**src/rtl/sdiv_pkg.sv**
```systemverilog
package sdiv_pkg;

  typedef enum logic {
    LAW_EXP = 1'b0,
    LAW_LIN = 1'b1
  } sdiv_law_e;

  function automatic int sdiv_max(input int a, input int b);
    return (a > b) ? a : b;
  endfunction

endpackage

```
**src/rtl/sdiv_law_decode.sv**
```systemverilog
module sdiv_law_decode
  import sdiv_pkg::*;
#(
  parameter int EXP_W = 4,
  parameter int LIN_W = 8,
  parameter int HP_W  = 16
) (
  input  logic              law_sel,
  input  logic [LIN_W-1:0]  div_val,
  output logic [HP_W-1:0]   reload_val
);

  localparam int EXP_HP_W = 1 << EXP_W;

  sdiv_law_e            law;
  logic [HP_W-1:0]      exp_reload;
  logic [HP_W-1:0]      lin_reload;
  logic [EXP_W-1:0]     exp_n;

  assign law   = sdiv_law_e'(law_sel);
  assign exp_n = div_val[EXP_W-1:0];

  generate
    if (EXP_HP_W <= HP_W) begin : g_exp_fit
      always_comb begin
        exp_reload = '0;
        for (int b = 0; b < EXP_HP_W; b++) begin
          exp_reload[b] = (b < int'(exp_n));
        end
      end
    end else begin : g_exp_clip
      always_comb begin
        exp_reload = '0;
        for (int b = 0; b < HP_W; b++) begin
          exp_reload[b] = (b < int'(exp_n));
        end
      end
    end
  endgenerate

  assign lin_reload = HP_W'(div_val);

  always_comb begin
    unique case (law)
      LAW_EXP: reload_val = exp_reload;
      LAW_LIN: reload_val = lin_reload;
      default: reload_val = exp_reload;
    endcase
  end

endmodule

```
**src/rtl/sdiv_half_counter.sv**
```systemverilog
module sdiv_half_counter #(
  parameter int HP_W = 16
) (
  input  logic            clk,
  input  logic            rst_n,
  input  logic            en,
  input  logic [HP_W-1:0] reload_val,
  output logic            tick,
  output logic            running
);

  logic [HP_W-1:0] cnt_q, cnt_d;
  logic            run_q, run_d;
  logic            cnt_ce;

  always_comb begin
    cnt_d = cnt_q;
    run_d = run_q;
    if (!en) begin
      cnt_d = '0;
      run_d = 1'b0;
    end else if (!run_q) begin
      cnt_d = reload_val;
      run_d = 1'b1;
    end else if (cnt_q == '0) begin
      cnt_d = reload_val;
    end else begin
      cnt_d = cnt_q - 1'b1;
    end
  end

  assign cnt_ce = en | run_q | (cnt_q != '0);

  always_ff @(posedge clk or negedge rst_n) begin
    if (!rst_n) begin
      cnt_q <= '0;
      run_q <= 1'b0;
    end else if (cnt_ce) begin
      cnt_q <= cnt_d;
      run_q <= run_d;
    end
  end

  assign tick    = run_q & en & (cnt_q == '0);
  assign running = run_q;

endmodule

```
**src/rtl/sdiv_phase.sv**
```systemverilog
module sdiv_phase (
  input  logic clk,
  input  logic rst_n,
  input  logic en,
  input  logic tick,
  output logic sclk,
  output logic rise_stb,
  output logic fall_stb
);

  logic sclk_q, sclk_d;
  logic ph_ce;

  always_comb begin
    if (!en) begin
      sclk_d = 1'b0;
    end else if (tick) begin
      sclk_d = ~sclk_q;
    end else begin
      sclk_d = sclk_q;
    end
  end

  assign ph_ce = tick | ~en;

  always_ff @(posedge clk or negedge rst_n) begin
    if (!rst_n) begin
      sclk_q <= 1'b0;
    end else if (ph_ce) begin
      sclk_q <= sclk_d;
    end
  end

  assign sclk     = sclk_q;
  assign rise_stb = tick & ~sclk_q;
  assign fall_stb = tick &  sclk_q;

endmodule

```
**src/rtl/sdiv_sclk_gen.sv**
```systemverilog
module sdiv_sclk_gen
  import sdiv_pkg::*;
#(
  parameter int EXP_W = 4,
  parameter int LIN_W = 8
) (
  input  logic             clk,
  input  logic             rst_n,
  input  logic             en,
  input  logic             law_sel,
  input  logic [LIN_W-1:0] div_val,
  output logic             sclk,
  output logic             rise_stb,
  output logic             fall_stb
);

  localparam int EXP_HP_W = 1 << EXP_W;
  localparam int LIN_HP_W = LIN_W + 1;
  localparam int HP_W     = sdiv_max(EXP_HP_W, LIN_HP_W);

  logic [HP_W-1:0] reload_val;
  logic            tick;
  logic            running;

  sdiv_law_decode #(
    .EXP_W (EXP_W),
    .LIN_W (LIN_W),
    .HP_W  (HP_W)
  ) u_decode (
    .law_sel    (law_sel),
    .div_val    (div_val),
    .reload_val (reload_val)
  );

  sdiv_half_counter #(
    .HP_W (HP_W)
  ) u_count (
    .clk        (clk),
    .rst_n      (rst_n),
    .en         (en),
    .reload_val (reload_val),
    .tick       (tick),
    .running    (running)
  );

  sdiv_phase u_phase (
    .clk      (clk),
    .rst_n    (rst_n),
    .en       (en),
    .tick     (tick),
    .sclk     (sclk),
    .rise_stb (rise_stb),
    .fall_stb (fall_stb)
  );

endmodule

```
**config.mk**
```make
export PLATFORM = sky130hd
export DESIGN_NAME = sdiv_sclk_gen
export DESIGN_NICKNAME = d
export VERILOG_FILES = /design/src/rtl/sdiv_pkg.sv /design/src/rtl/sdiv_law_decode.sv /design/src/rtl/sdiv_half_counter.sv /design/src/rtl/sdiv_phase.sv /design/src/rtl/sdiv_sclk_gen.sv
export SDC_FILE = /design/constraint.sdc
export NUM_CORES = 1
export LEC_CHECK = 0
export ABC_AREA = 1
export CAP_MARGIN = 20
export CORE_MARGIN = 4
export CORE_UTILIZATION = 59
export CTS_BUF_LIST = sky130_fd_sc_hd__clkbuf_4 sky130_fd_sc_hd__clkbuf_8 sky130_fd_sc_hd__clkbuf_16
export CTS_CLUSTER_DIAMETER = 50
export DETAILED_ROUTE_END_ITERATION = 7
export PLACE_DENSITY = 0.83
export REMOVE_ABC_BUFFERS = 1
export SLEW_MARGIN = 20
export SYNTH_ARGS = -nofsm -noshare
export SYNTH_HDL_FRONTEND = slang
export SYNTH_SLANG_ARGS = --single-unit
```
**constraint.sdc**
```tcl
create_clock -name clk -period 3.1 [get_ports clk]
set_clock_uncertainty 0.2 [all_clocks]
set_input_delay 0.62 -clock clk [delete_from_list [all_inputs] [get_ports clk]]
set_output_delay 0.62 -clock clk [all_outputs]
set_load 0.01 [all_outputs]
```
==> results of run 1 <==
Yosys cell counts, types with 2 or more instances:
cell type / count / area share, %
nor2_1: 33 / 9.4
xnor2_1: 2 / 1.3
buf_6: 2 / 1.7
nand2_2: 2 / 0.95
inv_1: 27 / 7.7
o21ai_0: 11 / 4.2
a21oi_1: 16 / 6.1
nand2_1: 49 / 14
dfrtp_1: 18 / 34
nor3_1: 3 / 1.1
xor2_1: 2 / 1.3
nand3_1: 19 / 7.2
ha_1: 2 / 1.9
o21ai_1: 2 / 0.76
nor2_2: 3 / 1.4
nand2_4: 2 / 1.7
final timing paths:
path | cells past startpoint | slack (ns) | start | end
max in group asynchronous | 1 | 1.55 | rst_n | u_count.cnt_q[12]
setup / recovery | 8 | 0.51 | u_count.cnt_q[5] | rise_stb
min in group asynchronous | 1 | 0.61 | rst_n | u_count.cnt_q[2]
setup reg to reg | 9 | 1.29 | u_count.cnt_q[5] | u_count.cnt_q[10]
hold reg to reg | 2 | 0.34 | u_count.cnt_q[1] | u_count.cnt_q[1]
hold / removal | 2 | 0.34 | u_count.cnt_q[1] | u_count.cnt_q[1]
cell type report:
type / instances / area share [%]
clock buffer: 3 / 1.504
inverter: 28 / 7.018
multi-input combinational: 153 / 48.96
sequential: 18 / 30.08
tap: 27 / 2.256
timing repair buffer: 15 / 10.19
routing by layer:
metal | up-vias | wire, um | track usage, %
met1 | 584 | 1350 | 27.58
li1 | 672 | - | -
met5 | - | 0 | 0
met4 | 0 | 91 | 8.333
met2 | 62 | 1523 | 35.47
met3 | 13 | 205 | 3.963
state kept, by name (all words and copies together) (netlist names):
signal / cells
u_count.running: 1
u_phase.sclk: 1
u_count.cnt_q: 16
report_power, final:
part	leakage [nW]	total, mW	switching [mW]	internal [mW]
sequential	0.235	0.272	0.0194	0.253
combinational	0.531	0.182	0.114	0.0683
clock	0.0138	0.117	0.0720	0.0453
total	0.780	0.572	0.205	0.366
cell families (layout without fill, tap and decap cells):
kind of cell	count (synthesis)	in the layout
AO/OA/AOI/OAI	32	32
adder cells (fa/ha/maj)	2	2
XOR/XNOR	4	4
AND/OR/NAND/NOR	115	115
flip-flops	18	18
buffers and inverters	32	46
worst max-delay path: stages, from the launching register on:
cell            delay, ns
dfrtp_1              0.42
nor2_1               0.22
nand2_1              0.13
nor2_2               0.15
nand2_4              0.09
inv_1                0.09
nand2_1              0.10
nor2_1               0.10
dlymetal6s2s_1       0.17
through the flow:
step	hold slack, ns	util [%]	power (mW)	cell area (um2)	std cells
after global placement	0.2648	72.00	0.4491	1470	241
after global routing	0.3771	73.35	0.6112	1498	244
after detailed placement	0.2913	72.00	0.4554	1470	241
final	0.3387	73.35	0.5718	1498	244
after floorplan	0.1244	-	0.3986	1289	199
after CTS	0.3166	73.10	0.5739	1493	244
what timing repair did:
item | CTS | global route
buffers inserted | 0 | 0
gates resized for setup | 0 | 3
endpoints found under the setup margin | 0 | 2
==> flow_metrics.env, run 1 <==
export IMPL_grtUsageTotal_pct=21.47
export IMPL_tns_ns=0
export IMPL_synth_compound_area_share_pct=12.68
export IMPL_synth_flop_cell="dfrtp_1"
export IMPL_outcome="complete, no violations"
export IMPL_clockRootBuffer="clkbuf_4"
export IMPL_maxCapViolCount=0
export IMPL_worst_slack_ns=0.5115
export IMPL_gp_congestion=0.8597
export IMPL_cts_hold_buf=0
export IMPL_final_cell_mix="nand2_1 (49), nor2_1 (33), inv_1 (26), nand3_1 (19), dfrtp_1 (18)"
export IMPL_clk_latency_ns=0.30
export IMPL_worstSetupPathType="reg2out"
export IMPL_final_common_cell="nand2_1"
export IMPL_synth_seq_cells=18
export IMPL_async_flop_share_pct=100.0
export IMPL_cts_tree="done"
export IMPL_multi_input_area_um2=733.2
export IMPL_synthToLayoutAreaGrowth_pct=13.25
export IMPL_clk_pin_slew_ns=0.10
export IMPL_syn_inst=203
export IMPL_synth_top_family_by_area="simple AND/OR/NAND/NOR gates"
export IMPL_fmax_ghz=0.3863
export IMPL_ios=15
export IMPL_routed_wl_um=3171
export IMPL_synth_edf_count=0
export IMPL_slew_limit_headroom_pct=41.43
export IMPL_via_count=1331
export IMPL_grt_pass1_wl_um=5423
export IMPL_drtPass1Iterations=5
export IMPL_synthMuxAreaShare_pct=0
export IMPL_vdd_drop_max_v=0.0002319
export IMPL_worstPathArrival_ns=1.77
export IMPL_min_path_type="reg2reg"
export IMPL_fin_nets=233
export IMPL_wire_per_inst_um=13.00
export IMPL_fin_crit_sh_pct=83.50
export IMPL_finalMaxSlewViolations=0
export IMPL_ys_warn_count=0
export IMPL_viasPerCell=5.455
export IMPL_numPortBuffers=14
export IMPL_hold_viol=0
export IMPL_cts_htree_levels=1
export IMPL_die_area_mm2=0.003063
export IMPL_setup_violations=0
export IMPL_start_util_pct=64.77
export IMPL_hpwl_um=2408
export IMPL_nFillCells=176
export IMPL_numCtsBuffers=3
export IMPL_antenna_found_initial=0
export IMPL_required_ns=2.28
export IMPL_drive_above_1_share_pct=7.834
export IMPL_die_w_um=55.35
export IMPL_die_y_um=55.35
export IMPL_rsz0062_at_grt="false"
export IMPL_drt_first_iter_violations=66
export IMPL_power_density_mw_per_mm2=381.8
export IMPL_clock_sinks=18
export IMPL_cts_buffer_depth=2
export IMPL_core_mm2=0.002042
export IMPL_place_ws_ns=0.2863
export IMPL_grt_overflow_total=0
export IMPL_avgSynthCellArea_um2=6.515
export IMPL_synth_adder_area_share_pct=1.892
export IMPL_period_needed_ns=2.588
export IMPL_start_kind="flop"
export IMPL_seq_area_frac_synth_pct=34.06
export IMPL_p_leak_nw=0.7799
export IMPL_critPathMaxFanout=6
export IMPL_grt_max_degree=19
export IMPL_syn_area_mm2=0.001323
export IMPL_yosys_area_share_xor_xnor_pct=2.649
export IMPL_synth_cell_types=26
export IMPL_diodes=0
export IMPL_antenna_left=0
export IMPL_grt_pass1_vias=1253
export IMPL_yosys_area_share_simple_pct=38.22
export IMPL_crit_path_end_kind="output port"
export IMPL_tightest_slew_ns=0.8758
export IMPL_rows=16
export IMPL_seq_area_um2=450.4
export IMPL_drc_errors=0
Note: power is estimated with default switching activity, not from simulation.
==> inputs of run 2 (changes only) <==
--- a/config.mk
+++ b/config.mk
@@ -8,11 +8,11 @@
 export ABC_AREA = 1
 export CAP_MARGIN = 20
 export CORE_MARGIN = 4
-export CORE_UTILIZATION = 59
+export CORE_UTILIZATION = 55
 export CTS_BUF_LIST = sky130_fd_sc_hd__clkbuf_4 sky130_fd_sc_hd__clkbuf_8 sky130_fd_sc_hd__clkbuf_16
 export CTS_CLUSTER_DIAMETER = 50
 export DETAILED_ROUTE_END_ITERATION = 7
-export PLACE_DENSITY = 0.83
+export PLACE_DENSITY = 0.78
 export REMOVE_ABC_BUFFERS = 1
 export SLEW_MARGIN = 20
 export SYNTH_ARGS = -nofsm -noshare
==> constraint.sdc (replaced) <==
create_clock -name clk -period 2.4 [get_ports clk]
set_clock_uncertainty 0.2 [all_clocks]
set_input_delay 0.48 -clock clk [delete_from_list [all_inputs] [get_ports clk]]
set_output_delay 0.48 -clock clk [all_outputs]
set_load 0.01 [all_outputs]
==> run 2 against run 1 <==
Compared with the run above:
- sequential cell count unchanged
- critical path depth is 1 higher
- critical path type unchanged
- final cell count rose by 4.5%
- die area rose by 6.2%
- via count is 2.4% higher
==> flow_metrics.env, run 2 (synthesized netlist as in run 1, its figures left out) <==
export IMPL_outcome="complete, no violations"
export IMPL_drtPass1Iterations=4
export IMPL_die_y_um=57.04
export IMPL_start_kind="flop"
export IMPL_rows=17
export IMPL_grt_pass1_wl_um=5782
export IMPL_hold_viol=0
export IMPL_required_ns=1.72
export IMPL_placed_area_mm2=0.001524
export IMPL_fin_area_mm2=0.001583
export IMPL_hpwl_um=2524
export IMPL_tightest_slew_ns=0.4039
export IMPL_wire_per_inst_um=13.20
export IMPL_crit_path_end_kind="output port"
export IMPL_die_area_mm2=0.003253
export IMPL_dr_wl_met3_um=164
export IMPL_path_buf_inv=3
export IMPL_final_cell_mix="nand2_1 (48), nor2_1 (31), inv_1 (24), nand3_1 (18), dfrtp_1 (18)"
export IMPL_power_density_mw_per_mm2=509.2
export IMPL_nFillCells=214
export IMPL_start_util_pct=58.66
export IMPL_cts_htree_levels=1
export IMPL_clk_pin_slew_ns=0.11
export IMPL_viasPerCell=5.345
export IMPL_rsz0062_at_grt="false"
export IMPL_p_leak_nw=0.7983
export IMPL_antenna_left=0
export IMPL_cp_common_cell="inv_2"
export IMPL_gp_congestion=0.9403
export IMPL_routed_top_layer="met4"
export IMPL_grt_overflow_total=0
export IMPL_core_mm2=0.002255
export IMPL_period_needed_ns=2.266
export IMPL_cts_tree="done"
export IMPL_crit_chain="inv_2 -> ha_1 -> nand3_2 -> nor2_4 -> nand2_4 -> inv_2 -> nand2_2 -> nor2_1 -> buf_2"
export IMPL_fmax_ghz=0.4413
export IMPL_met1_length_um=1494
export IMPL_clockRootBuffer="clkbuf_4"
export IMPL_min_path_type="in2async"
export IMPL_via_count=1363
export IMPL_grt_max_degree=19
export IMPL_cts_hold_buf=0
export IMPL_largest_reg_flops=16
export IMPL_met2_length_um=1643
export IMPL_finalMaxSlewViolations=0
export IMPL_fin_crit_sh_pct=94.42
export IMPL_slew_limit_headroom_pct=72.98
export IMPL_maxCapViolCount=0
export IMPL_worstSetupPathType="reg2out"
export IMPL_numCtsBuffers=3
export IMPL_worstPathArrival_ns=1.59
export IMPL_fin_nets=242
export IMPL_critPathSlowestCell="dfrtp_1"
export IMPL_final_common_cell="nand2_1"
export IMPL_numPortBuffers=14
export IMPL_tns_ns=0
export IMPL_cpLargestDelayFamily="simple AND/OR/NAND/NOR gates"
export IMPL_ios=15
export IMPL_antenna_found_initial=0
export IMPL_regMostFlops="u_count.cnt_q"
export IMPL_grtUsageTotal_pct=22.18
export IMPL_diodes=0
export IMPL_drt_first_iter_violations=43
export IMPL_clock_sinks=18
export IMPL_clk_latency_ns=0.30
export IMPL_critPathMaxFanout=4
export IMPL_cts_buffer_depth=2
export IMPL_reg2reg_slack_ns=0.48
export IMPL_drive_above_1_share_pct=15.42
export IMPL_synthToLayoutAreaGrowth_pct=19.68
export IMPL_die_w_um=57.04
export IMPL_drc_errors=0
export IMPL_routed_wl_um=3367
export IMPL_setup_violations=0
export IMPL_cpPeakStageDelay_ns=0.41
export IMPL_grt_pass1_vias=1351
export IMPL_vdd_drop_max_v=0.0003944
-- run 2: cell count changes in the layout (fill, tap and decap cells not counted), sizes merged --
| cell | delta |
|---|---|
| clkbuf | +1 |
| dlymetal6s2s | -2 |
| buf | +11 |
-- run 2: worst paths after layout --
| path | startpoint | end | cells after the start |
|---|---|---|---|
| worst max-delay path | u_count.cnt_q[1] | fall_stb | 9 |
| worst min-delay path | rst_n | u_count.cnt_q[6] | 2 |
| max in group asynchronous | rst_n | u_phase.sclk | 2 |
| min in group clk | u_count.cnt_q[0] | u_count.cnt_q[0] | 2 |
| worst min register to register | u_count.cnt_q[0] | u_count.cnt_q[0] | 2 |
| worst max register to register | u_count.cnt_q[1] | u_count.cnt_q[2] | 10 |
-- run 2: metrics by stage --
stage	instances	utilization (%)	hold slack [ns]	worst slack, ns	power [mW]
floorplan	199	-	-0.01559	0.4589	0.5148
global placement	249	67.59	0.2664	-0.07086	0.5935
detailed placement	249	67.59	0.2786	-0.1364	0.6029
CTS	254	69.70	0.3053	0.005682	0.7977
global route	255	70.20	0.3116	0.007127	0.8606
finish	255	70.20	0.2969	0.1338	0.8060
-- run 2: routing by layer --
| layer | vias up | track usage [%] |
|---|---|---|
| met2 | 34 | 38.99 |
| met1 | 627 | 27.35 |
| met3 | 9 | 2.489 |
| li1 | 693 | - |
| met5 | - | 0 |
| met4 | 0 | 9.272 |
-- run 2: worst register-to-register path: cells and delay by family, from the launching register on --
family | cells | cell delay, ns
flops | 1 | 0.41
compound gates | 2 | 0.23
simple gates | 4 | 0.44
fa+ha+maj | 1 | 0.16
buf+inv | 3 | 0.37
-- run 2: what timing repair did --
action	in CTS	in global routing
pin swaps	1	2
setup endpoints to repair	2	2
cloned	0	0
resized for setup	6	10
setup buffers	1	1
-- run 2: where the power goes --
group | total [mW] | switching [mW] | internal (mW)
logic | 0.263 | 0.158 | 0.105
registers | 0.350 | 0.0238 | 0.326
clock network | 0.193 | 0.101 | 0.0926
total | 0.806 | 0.282 | 0.524
-- run 2: cell type report --
| type | count | area, um2 | area share (%) |
|---|---|---|---|
| multi-input combinational | 153 | 750.7 | 47.43 |
| sequential | 18 | 450.4 | 28.46 |
| timing repair buffer | 24 | 205.2 | 12.96 |
| inverter | 28 | 105.1 | 6.640 |
| clock buffer | 4 | 36.28 | 2.292 |
| tap | 28 | 35.03 | 2.213 |
